File: config.mk
export PLATFORM = sky130hd
export DESIGN_NAME = kv_cam
export DESIGN_NICKNAME = d
export VERILOG_FILES = /design/src/rtl/kv_cam_pkg.sv /design/src/rtl/kv_cam_match.sv /design/src/rtl/kv_cam_age.sv /design/src/rtl/kv_cam.sv
export SDC_FILE = /design/constraint.sdc
export NUM_CORES = 1
export LEC_CHECK = 0
export ABC_AREA = 1
export ABC_CLOCK_PERIOD_IN_PS = 8790
export BUFFER_PORTS_ARGS = -buffer_cell sky130_fd_sc_hd__buf_2
export CORE_ASPECT_RATIO = 0.9
export CORE_UTILIZATION = 31
export DETAILED_ROUTE_END_ITERATION = 8
export GPL_TIMING_DRIVEN = 0
export PLACE_DENSITY = 0.55
export SLEW_MARGIN = 20
export SYNTH_ARGS = -nofsm -noshare
export SYNTH_HDL_FRONTEND = slang
export SYNTH_SLANG_ARGS = --single-unit
File: constraint.sdc
create_clock -name clk -period 8.79 [get_ports clk]
set_clock_uncertainty 0.2 [all_clocks]
set_input_delay 2.1975 -clock clk [delete_from_list [all_inputs] [get_ports clk]]
set_output_delay 2.1975 -clock clk [all_outputs]
set_load 0.01 [all_outputs]
File: src/rtl/kv_cam_pkg.sv
package kv_cam_pkg;
  typedef enum logic {
    REPL_OLDEST_WRITE   = 1'b0,
    REPL_LEAST_SEARCHED = 1'b1
  } repl_policy_e;
endpackage

File: src/rtl/kv_cam_match.sv
// Parallel key compare over all entries; returns the hit vector,
// the hit index and the paired value (zero when nothing matches).
module kv_cam_match #(
  parameter int N     = 8,
  parameter int KEY_W = 16,
  parameter int VAL_W = 32,
  parameter int IDX_W = 3
) (
  input  logic [KEY_W-1:0] keys [N],
  input  logic [VAL_W-1:0] vals [N],
  input  logic [N-1:0]     vld,
  input  logic [KEY_W-1:0] key,
  output logic [N-1:0]     hit_vec,
  output logic             hit,
  output logic [IDX_W-1:0] hit_idx,
  output logic [VAL_W-1:0] hit_val
);
  for (genvar i = 0; i < N; i++) begin : g_cmp
    assign hit_vec[i] = vld[i] && (keys[i] == key);
  end

  assign hit = |hit_vec;

  always_comb begin
    hit_idx = '0;
    hit_val = '0;
    for (int i = 0; i < N; i++) begin
      if (hit_vec[i]) begin
        hit_idx = hit_idx | IDX_W'(i);
        hit_val = hit_val | vals[i];
      end
    end
  end
endmodule

File: src/rtl/kv_cam_age.sv
// Per-entry age ranks (0 = youngest, N-1 = oldest) kept as a permutation.
// Two ordered touches per cycle; victim = lowest free entry, else oldest.
module kv_cam_age #(
  parameter int N     = 8,
  parameter int IDX_W = 3
) (
  input  logic             clk,
  input  logic             rst_n,
  input  logic [N-1:0]     vld,
  input  logic             touch_a,
  input  logic [IDX_W-1:0] a_idx,
  input  logic             touch_b,
  input  logic [IDX_W-1:0] b_idx,
  output logic [IDX_W-1:0] victim
);
  typedef logic [IDX_W-1:0] rank_t;

  rank_t rank_q [N];
  rank_t step1  [N];
  rank_t step2  [N];
  rank_t a_rank, b_rank;
  logic  free_seen;

  always_comb begin
    a_rank = rank_q[a_idx];
    for (int j = 0; j < N; j++) begin
      step1[j] = rank_q[j];
      if (touch_a) begin
        if (IDX_W'(j) == a_idx)       step1[j] = '0;
        else if (rank_q[j] < a_rank)  step1[j] = rank_q[j] + 1'b1;
      end
    end
    b_rank = step1[b_idx];
    for (int j = 0; j < N; j++) begin
      step2[j] = step1[j];
      if (touch_b) begin
        if (IDX_W'(j) == b_idx)       step2[j] = '0;
        else if (step1[j] < b_rank)   step2[j] = step1[j] + 1'b1;
      end
    end
  end

  always_comb begin
    victim    = '0;
    free_seen = 1'b0;
    for (int i = 0; i < N; i++) begin
      if (!vld[i] && !free_seen) begin
        victim    = IDX_W'(i);
        free_seen = 1'b1;
      end
    end
    if (!free_seen) begin
      for (int i = 0; i < N; i++) begin
        if (rank_q[i] == IDX_W'(N - 1)) victim = IDX_W'(i);
      end
    end
  end

  always_ff @(posedge clk) begin
    if (!rst_n) begin
      for (int i = 0; i < N; i++) rank_q[i] <= IDX_W'(i);
    end else begin
      for (int i = 0; i < N; i++) rank_q[i] <= step2[i];
    end
  end
endmodule

File: src/rtl/kv_cam.sv
module kv_cam
  import kv_cam_pkg::*;
#(
  parameter int           ENTRIES = 8,
  parameter int           KEY_W   = 16,
  parameter int           VAL_W   = 32,
  parameter repl_policy_e POLICY  = REPL_LEAST_SEARCHED
) (
  input  logic             clk,
  input  logic             rst_n,
  input  logic             srch_valid,
  output logic             srch_ready,
  input  logic [KEY_W-1:0] srch_key,
  output logic             rsp_valid,
  input  logic             rsp_ready,
  output logic             rsp_found,
  output logic [VAL_W-1:0] rsp_value,
  input  logic             wr_valid,
  output logic             wr_ready,
  input  logic [KEY_W-1:0] wr_key,
  input  logic [VAL_W-1:0] wr_value
);
  localparam int IDX_W = (ENTRIES > 1) ? $clog2(ENTRIES) : 1;

  logic [KEY_W-1:0]   key_q [ENTRIES];
  logic [VAL_W-1:0]   val_q [ENTRIES];
  logic [ENTRIES-1:0] vld_q;

  logic [ENTRIES-1:0] s_hit_vec, w_hit_vec;
  logic               s_hit, w_hit;
  logic [IDX_W-1:0]   s_idx, w_idx, victim;
  logic [VAL_W-1:0]   s_val, w_val_unused;
  logic               srch_fire, wr_new, touch_search;

  kv_cam_match #(.N(ENTRIES), .KEY_W(KEY_W), .VAL_W(VAL_W), .IDX_W(IDX_W)) u_srch_match (
    .keys(key_q), .vals(val_q), .vld(vld_q), .key(srch_key),
    .hit_vec(s_hit_vec), .hit(s_hit), .hit_idx(s_idx), .hit_val(s_val)
  );

  kv_cam_match #(.N(ENTRIES), .KEY_W(KEY_W), .VAL_W(VAL_W), .IDX_W(IDX_W)) u_wr_match (
    .keys(key_q), .vals(val_q), .vld(vld_q), .key(wr_key),
    .hit_vec(w_hit_vec), .hit(w_hit), .hit_idx(w_idx), .hit_val(w_val_unused)
  );

  assign srch_ready = !rsp_valid || rsp_ready;
  assign wr_ready   = 1'b1;
  assign srch_fire  = srch_valid && srch_ready;
  assign wr_new     = wr_valid && !w_hit;

  // Only the search-recency variant lets a hit refresh an entry's rank.
  if (POLICY == REPL_LEAST_SEARCHED) begin : g_search_touch
    assign touch_search = srch_fire && s_hit;
  end else begin : g_insert_only
    assign touch_search = 1'b0;
  end

  kv_cam_age #(.N(ENTRIES), .IDX_W(IDX_W)) u_age (
    .clk(clk), .rst_n(rst_n), .vld(vld_q),
    .touch_a(touch_search), .a_idx(s_idx),
    .touch_b(wr_new), .b_idx(victim),
    .victim(victim)
  );

  always_ff @(posedge clk) begin
    if (!rst_n) begin
      vld_q <= '0;
    end else if (wr_new) begin
      vld_q[victim] <= 1'b1;
    end
  end

  always_ff @(posedge clk) begin
    if (wr_valid) begin
      if (w_hit) begin
        val_q[w_idx] <= wr_value;
      end else begin
        key_q[victim] <= wr_key;
        val_q[victim] <= wr_value;
      end
    end
  end

  always_ff @(posedge clk) begin
    if (!rst_n) begin
      rsp_valid <= 1'b0;
      rsp_found <= 1'b0;
      rsp_value <= '0;
    end else if (srch_fire) begin
      rsp_valid <= 1'b1;
      rsp_found <= s_hit;
      rsp_value <= s_val;
    end else if (rsp_ready) begin
      rsp_valid <= 1'b0;
    end
  end
endmodule

==> out/qor.json, run 1 <==
{
  "avgSynthCellArea": {"value": 8.333, "unit": "um^2"},
  "number_of_global_route_vias_before_repair": {"value": 21515},
  "critPathTopFamily": {"value": "simple AND/OR/NAND/NOR gates"},
  "cap_violations": {"value": 0},
  "finalNonFillerCells": {"value": 4273},
  "synth_async_sr_flop_share": {"value": 0, "unit": "%"},
  "worstSetupEndpointType": {"value": "flip-flop"},
  "die_area": {"value": 0.08224, "unit": "mm^2"},
  "antenna_found_initial": {"value": 1},
  "final_hold_viol_count": {"value": 0},
  "cp_data_arrival_time": {"value": 7750, "unit": "ps"},
  "maxSlewHeadroom": {"value": 27.20, "unit": "%"},
  "rr_worst_depth": {"value": 29},
  "detailroute.wirelength.met3": {"value": 10300, "unit": "um"},
  "slew_viol_final": {"value": 0},
  "post-route-drc-count": {"value": 0},
  "clk_pin_slew": {"value": 60, "unit": "ps"},
  "inserted_clock_buffers": {"value": 52},
  "holdPathStages": {"value": 2},
  "critical-path-top-cell-by-count": {"value": "nand2_1"},
  "critical_path_depth": {"value": 33},
  "min_period_over_period": {"value": 85.23, "unit": "%"},
  "max_slew.worst_pin.slew": {"value": 1092, "unit": "ps"},
  "dominantRegCellSynth": {"value": "edfxtp_1"},
  "setup.worst_path.start_class": {"value": "input port"},
  "critical-path-max-stage-delay": {"value": 670, "unit": "ps"},
  "complex_gate_fraction_of_the_synthesized_area": {"value": 7.963, "unit": "%"},
  "drive_above_1_share": {"value": 10.46, "unit": "%"},
  "antenna_violating_nets_post_route": {"value": 0},
  "drt_pass1_iterations": {"value": 8},
  "adder_cell_share_of_the_synthesized_area": {"value": 1.593, "unit": "%"},
  "criticalPathCategory": {"value": "input port to flip-flop"},
  "netlist_top_cells_area": {"value": "edfxtp_1 (46%), nand2_1 (9.3%), nor2_1 (9.3%), inv_1 (5.6%), dfxtp_1 (5.3%)"},
  "synth_xor_area_share": {"value": 2.508, "unit": "%"},
  "pin_count_of_the_biggest_net_entering_global_routing": {"value": 21},
  "yosysSeqAreaShare": {"value": 51.12, "unit": "%"},
  "htreeDepth": {"value": 2},
  "netlist_area_before_placement": {"value": 0.02514, "unit": "mm^2"},
  "top_level_ports": {"value": 105},
  "post_cts_buffers": {"value": 0},
  "syn_to_final_growth": {"value": 15.52, "unit": "%"},
  "path_buf_inv": {"value": 5},
  "yosysWarningCount": {"value": 0},
  "clk-insertion-delay-late": {"value": 650, "unit": "ps"},
  "num-fill-cells": {"value": 8275},
  "clock_tree_from_tritoncts": {"value": "yes"},
  "post-synth-top-area-cell": {"value": "edfxtp_1"},
  "place_inst": {"value": 4174},
  "chipWidth": {"value": 302.2, "unit": "um"},
  "mappedNetlistNets": {"value": 3118},
  "timing.fmax": {"value": 133.5, "unit": "MHz"},
  "routed-wl-met2": {"value": 42700, "unit": "um"},
  "global_route.usage.total": {"value": 24.40, "unit": "%"},
  "wirelength": {"value": 101100, "unit": "um"},
  "crit_path_top_delay_cell": {"value": "nor2_1"},
  "dieHeight": {"value": 272.2, "unit": "um"},
  "place.gp.congestion": {"value": 1.050},
  "worst_hold_path_type": {"value": "flip-flop to flip-flop"},
  "worst-path-max-fanout": {"value": 10},
  "setup-tns-final": {"value": 0, "unit": "ps"},
  "source_of_the_critical_timing_path": {"value": "srch_key[9]"},
  "clkSinkCount": {"value": 450},
  "report.power.total": {"value": 0.005224, "unit": "W"},
  "synth-seq-cells": {"value": 450},
  "power.density": {"value": 179.9, "unit": "mW/mm^2"},
  "timing.final.crit_period": {"value": 7492, "unit": "ps"},
  "overflow": {"value": 0},
  "wl_per_cell": {"value": 23.66, "unit": "um"},
  "uppermost_routed_layer": {"value": "met4"},
  "critical_path.reg2reg.startpoint": {"value": "key_q[100]"},
  "vias_per_cell": {"value": 5.327},
  "initial_core_util": {"value": 31.49, "unit": "%"},
  "synth_cell_types": {"value": 59},
  "timing.final.setup_violations": {"value": 0},
  "placed_cell_area": {"value": 0.02730, "unit": "mm^2"},
  "grt_setup_unrepaired": {"value": "no"},
  "cts-hold-fix-buffers": {"value": 0},
  "grt_pass1_wl": {"value": 145800, "unit": "um"},
  "power_leakage": {"value": 12.45, "unit": "nW"},
  "clock-root-buffer": {"value": "clkbuf_16"},
  "floorplan_core_area": {"value": 0.07982, "unit": "mm^2"},
  "drt_iter0_markers": {"value": 2856},
  "worst_ir_drop_vdd": {"value": 0.1556, "unit": "mV"},
  "post-route-cell-area": {"value": 0.02904, "unit": "mm^2"},
  "synth.area.mux_share": {"value": 0, "unit": "%"},
  "synthSimpleGateAreaFrac": {"value": 28.75, "unit": "%"},
  "via_count": {"value": 22762},
  "cts-root-to-sink-buffers": {"value": 3},
  "dp_hpwl": {"value": 71920, "unit": "um"},
  "synth-edff-count": {"value": 384},
  "post_cts_sizing_count": {"value": 0},
  "dominant_combinational_cell_family_by_area_after_synthesis": {"value": "simple AND/OR/NAND/NOR gates"},
  "final_nets": {"value": 3279},
  "result_of_the_run": {"value": "complete, no violations"},
  "placementRows": {"value": 98},
  "postSynthCellCount": {"value": 3017},
  "yosysTopAreaCellShare": {"value": 45.87, "unit": "%"},
  "worst_ep_required": {"value": 9050, "unit": "ps"},
  "hold_start": {"value": "rsp_found"},
  "routed_length_on_met1": {"value": 43530, "unit": "um"},
  "io_buffer_count": {"value": 91}
}
-- state kept, by name, indices dropped and copies added, names as in the netlist --
| name | flops |
|---|---|
| key_q | 128 |
| u_age.rank_q | 24 |
| rsp_value | 32 |
| val_q | 256 |
| rsp_found | 1 |
| rsp_valid | 1 |
| vld_q | 8 |
-- synth_stat cells (3+ instances only) --
master     instances
nand2_1          625
nor2_1           622
edfxtp_1         384
inv_1            377
nand3_1          146
clkbuf_1          71
a221oi_1          66
dfxtp_1           66
nand4_1           66
o21ai_0           56
a21oi_1           52
nor4_1            46
xor2_1            44
nor3_1            34
ha_1              32
o211ai_1          29
xnor2_1           28
nand2_2           26
o21ai_1           20
a22o_1            19
inv_2             19
nand3_2           19
nand3b_1          19
nor2_2            16
buf_4             13
a211oi_1          10
a31oi_1           10
nor3b_1           10
buf_2              9
o22ai_1            9
o2111ai_1          8
inv_4              7
nand2_4            7
nor2_4             6
a41oi_1            4
clkinv_1           4
or2_2              4
buf_1              3
buf_6              3
or3_1              3
-- cells in the final DEF, fill, tap and decap left out, drive strengths merged, types with 27 or more instances in the layout --
cell    netlist  routed
nand3       165     165
o21ai        78      78
nor2        644     644
xor2         44      44
nor3         35      35
nand2       658     658
a21oi        52      52
ha           32      32
nand4        66      66
dfxtp        66      66
edfxtp      384     384
a221oi       66      66
buf          29     136
clkbuf       71     134
o211ai       29      29
clkinv        4      27
nor4         46      46
inv         404     405
xnor2        28      28
-- where the power goes --
part	switching, W	internal, W	total [W]	leakage [nW]
sequential	0.0000387	0.00236	0.00240	4.16
clock	0.000985	0.00124	0.00223	0.821
combinational	0.000436	0.000160	0.000596	7.47
-- logic make-up after synthesis --
logic type	after synthesis
DFF	450
xor gates and xnor gates	72
buffers and inverters	508
adders and majority gates	32
other	1
AOI/OAI and AO/OA	295
and+or+nand+nor	1659
-- metal layers --
layer	up-vias	global-route usage (%)
li1	10417	-
met1	10880	34.26
met2	1220	36.19
met3	245	5.009
met4	0	10.45
met5	-	0
-- area by class of cell --
type | count | area [um^2] | area share [%]
repair buffers | 107 | 772.0 | 2.658
plain buffers | 100 | 469.2 | 1.616
clock buffers | 63 | 1373 | 4.726
diodes | 1 | 2.502 | 0.008617
clock inverters | 35 | 361.6 | 1.245
multi-input cells | 2059 | 10340 | 35.62
inverters | 408 | 1554 | 5.351
well taps | 1050 | 1314 | 4.524
flip-flops and latches | 450 | 12850 | 44.25
-- final timing paths --
kind | end | slack (ps)
setup reg to reg | u_age.rank_q[4][2] | 2740
setup / recovery | u_age.rank_q[4][2] | 1300
hold / removal | rsp_found | 280
hold reg to reg | rsp_found | 280
-- metrics by stage --
| step | utilization, % | setup WS [ps] | hold slack [ps] |
|---|---|---|---|
| 2_1_floorplan | - | 2358 | 290.0 |
| 4_1_cts | 36.37 | 1070 | 285.4 |
| 3_3_place_gp | 33.71 | -906.2 | 254.8 |
| 5_1_grt | 36.38 | 859.2 | 298.8 |
| 3_5_place_dp | 34.20 | 446.4 | 263.2 |
| 6_report | 36.38 | 1298 | 278.5 |
-- worst min-delay path, stage by stage, from the launching register on --
cell     delay [ps]
dfxtp_1         310
nand2_1          60
a21oi_1          60
No activity file was read; power rests on OpenSTA's default activity.
==> run 2: changes to the inputs <==
CORE_ASPECT_RATIO = not set   (was 0.9)
RECOVER_POWER = 100   (was not set)
==> run 2 against run 1 <==
Sequential share of layout area increased by 0.20 points. Global-route usage grew 0.19 points. Cell count rose by 0.26%. Die area is essentially flat. Sequential power about the same. Fmax is 11% lower. Cell area decreased by 0.46%. Non-clock buffer count fell by 1. Via count shrank 0.45%. Power rose by 1.4%. Utilization fell by 0.43 points. Largest power group unchanged.
==> out/qor.json, run 2 (synthesized netlist as in run 1, its figures left out) <==
{
  "result_of_the_run": {"value": "complete, no violations"},
  "worst-path-max-fanout": {"value": 19, "change": "+9"},
  "top_level_ports": {"value": 105, "change": "unchanged"},
  "htreeDepth": {"value": 2, "change": "unchanged"},
  "maxSlewHeadroom": {"value": 3.427, "unit": "%", "change": "-24 points"},
  "io_buffer_count": {"value": 91, "change": "unchanged"},
  "antenna_found_initial": {"value": 1, "change": "unchanged"},
  "post_cts_buffers": {"value": 0, "change": "unchanged"},
  "drive_above_1_share": {"value": 8.127, "unit": "%", "change": "-2.3 points"},
  "worst_ep_required": {"value": 8840, "unit": "ps", "change": "-210 ps"},
  "wl_per_cell": {"value": 24.08, "unit": "um", "change": "+1.8%"},
  "power_leakage": {"value": 12.28, "unit": "nW", "change": "-1.3%"},
  "clk-insertion-delay-late": {"value": 660, "unit": "ps", "change": "about the same"},
  "worstSetupEndpointType": {"value": "flip-flop"},
  "syn_to_final_growth": {"value": 14.99, "unit": "%"},
  "hold_slack": {"value": 278.1, "unit": "ps", "change": "-0.3760 ps"},
  "global_route.usage.total": {"value": 24.60, "unit": "%", "change": "+0.19 points"},
  "critical-path-max-stage-delay": {"value": 1070, "unit": "ps", "change": "+400 ps"},
  "clk_pin_slew": {"value": 60, "unit": "ps", "change": "about the same"},
  "post-route-cell-area": {"value": 0.02891, "unit": "mm^2", "change": "-0.46%"},
  "floorplan_core_area": {"value": 0.08042, "unit": "mm^2", "change": "+0.74%"},
  "inserted_clock_buffers": {"value": 54, "change": "+3.8%"},
  "cap_violations": {"value": 0, "change": "unchanged"},
  "pin_count_of_the_biggest_net_entering_global_routing": {"value": 21, "change": "unchanged"},
  "critical_path.reg2reg.endpoint": {"value": "u_age.rank_q[3][2]"},
  "timing.final.crit_period": {"value": 8405, "unit": "ps", "change": "+913.4 ps"},
  "post_place_setup_slack": {"value": 395.1, "unit": "ps", "change": "-51.32 ps"},
  "drt_pass1_iterations": {"value": 8, "change": "unchanged"},
  "power.density": {"value": 183.2, "unit": "mW/mm^2", "change": "+1.8%"},
  "cts-hold-fix-buffers": {"value": 0, "change": "unchanged"},
  "largest_register_ffs": {"value": 256, "change": "unchanged"},
  "die_area": {"value": 0.08224, "unit": "mm^2", "change": "about the same"},
  "hold_start": {"value": "rsp_found"},
  "initial_core_util": {"value": 31.26, "unit": "%", "change": "-0.23 points"},
  "timing.final.setup_violations": {"value": 0, "change": "unchanged"},
  "final_common_cell": {"value": "nand2_1"},
  "post-route-drc-count": {"value": 0, "change": "unchanged"},
  "placed_cell_area": {"value": 0.02730, "unit": "mm^2", "change": "unchanged"},
  "antenna_violating_nets_post_route": {"value": 0, "change": "unchanged"},
  "clkSinkCount": {"value": 450, "change": "unchanged"},
  "overflow": {"value": 0, "change": "unchanged"},
  "drt_iter0_markers": {"value": 2472, "change": "-13%"},
  "clock-root-buffer": {"value": "clkbuf_16"},
  "min_to": {"value": "rsp_found"},
  "setup-tns-final": {"value": 0, "unit": "ps", "change": "unchanged"},
  "max_slew.worst_pin.slew": {"value": 1433, "unit": "ps", "change": "+341.5 ps"},
  "setup_ws": {"value": 384.7, "unit": "ps", "change": "-913.4 ps"},
  "via_count": {"value": 22659, "change": "-0.45%"},
  "chipWidth": {"value": 286.8, "unit": "um", "change": "-5.1%"},
  "place_inst": {"value": 4183, "change": "+0.22%"},
  "number_of_global_route_vias_before_repair": {"value": 21074, "change": "-2.0%"},
  "registers.top_by_ff_count": {"value": "val_q"},
  "finalNonFillerCells": {"value": 4284, "change": "+0.26%"},
  "final_nets": {"value": 3280, "change": "+0.030%"},
  "cp_data_arrival_time": {"value": 8450, "unit": "ps", "change": "+700 ps"},
  "reg.largest.list": {"value": "val_q (256), key_q (128), rsp_value (32)"},
  "timing.fmax": {"value": 119.0, "unit": "MHz", "change": "-11%"},
  "critical_path.reg2reg.startpoint": {"value": "key_q[2]"},
  "worst_hold_path_type": {"value": "flip-flop to flip-flop"},
  "slew_viol_final": {"value": 0, "change": "unchanged"},
  "clock_tree_from_tritoncts": {"value": "yes"},
  "place.gp.congestion": {"value": 0.9778, "change": "-6.8%"},
  "worst_ir_drop_vdd": {"value": 0.1712, "unit": "mV", "change": "+10%"},
  "grt_setup_unrepaired": {"value": "no"},
  "slack_of_the_worst_reg_to_reg_path": {"value": 2430, "unit": "ps", "change": "-310 ps"},
  "min_period_over_period": {"value": 95.62, "unit": "%", "change": "+10 points"},
  "most-common-layout-cells": {"value": "nand2_1 (631), nor2_1 (617), edfxtp_1 (384), inv_1 (378), nand3_1 (150)"},
  "crit_chain": {"value": "clkbuf_1 > clkbuf_1 > inv_1 > nand2_1 > nand4_1 > nor4_1 > nand3_1 > nand4_1 > inv_1 > nand4_1 > inv_1 > o21ai_0 > nor2_4 > clkbuf_2"},
  "wirelength": {"value": 103200, "unit": "um", "change": "+2.0%"},
  "rr_worst_depth": {"value": 29, "change": "unchanged"},
  "crit_path_top_delay_cell": {"value": "o21ai_0"},
  "placementRows": {"value": 104, "change": "+6.1%"},
  "criticalPathCategory": {"value": "input port to flip-flop"},
  "grt_pass1_wl": {"value": 145300, "unit": "um", "change": "-0.34%"},
  "dieHeight": {"value": 286.8, "unit": "um", "change": "+5.4%"},
  "n_antenna_cell": {"value": 0, "change": "-1"},
  "vias_per_cell": {"value": 5.289, "change": "-0.71%"},
  "cts-root-to-sink-buffers": {"value": 3, "change": "unchanged"},
  "dp_hpwl": {"value": 71480, "unit": "um", "change": "-0.61%"},
  "holdPathStages": {"value": 2, "change": "unchanged"},
  "post_cts_sizing_count": {"value": 0, "change": "unchanged"},
  "setup.worst_path.start_class": {"value": "input port"},
  "final_hold_viol_count": {"value": 0, "change": "unchanged"}
}
## run 2: cell types whose count changed in the layout (fill, tap and decap cells not counted), moves of 9 or more
cell	before	now
buf_2	100	48
nor2_1	608	617
clkbuf_1	79	143
clkbuf_8	3	12
o21ai_1	20	10
o21ai_0	56	66
## run 2: final cells by class
| cell class | instances | area [um^2] |
|---|---|---|
| Fill cell | 8426 | 51510 |
| Sequential cell | 450 | 12850 |
| Multi-Input combinational cell | 2059 | 10260 |
| Clock buffer | 79 | 1565 |
| Inverter | 408 | 1554 |
| Tap cell | 1060 | 1326 |
| Timing Repair Buffer | 106 | 615.6 |
| Buffer | 100 | 469.2 |
| Clock inverter | 22 | 265.3 |
## run 2: how the worst max path moves through the flow
stage                    endpoint        start  cells past startpoint
6_report                val_q[42]   wr_key[15]                     14
4_1_cts        u_age.rank_q[3][2]  srch_key[9]                     34
3_3_place_gp           val_q[205]    wr_key[9]                     14
5_1_grt                 val_q[34]   wr_key[15]                     15
3_5_place_dp   u_age.rank_q[3][2]  srch_key[9]                     34
2_1_floorplan  u_age.rank_q[2][2]  srch_key[0]                     34
## run 2: report_power, final
group          switching, W  internal (W)  leakage (nW)
Sequential        0.0000394       0.00236          4.16
Clock              0.000975       0.00133         0.884
Combinational      0.000435      0.000154          7.24
## run 2: worst max-delay path, delay by kind of cell
family          cells  cell delay, ps
compound gates      1            1070
buf+inv             6            3090
simple gates        7            2060
## run 2: metrics by stage
step	utilization [%]	total power, W
final	35.95	0.005297
after global routing	35.95	0.005436
after CTS	36.23	0.005311
after detailed placement	33.95	0.003026
after global placement	33.48	0.003023
after floorplan	-	0.002779
## run 2: per-layer routing
layer	wire, um	vias up	global-route usage, %
met4	3980	0	9.122
met2	44640	1212	37.68
li1	-	10425	-
met3	10060	212	4.532
met5	0	-	0
met1	44480	10810	34.45
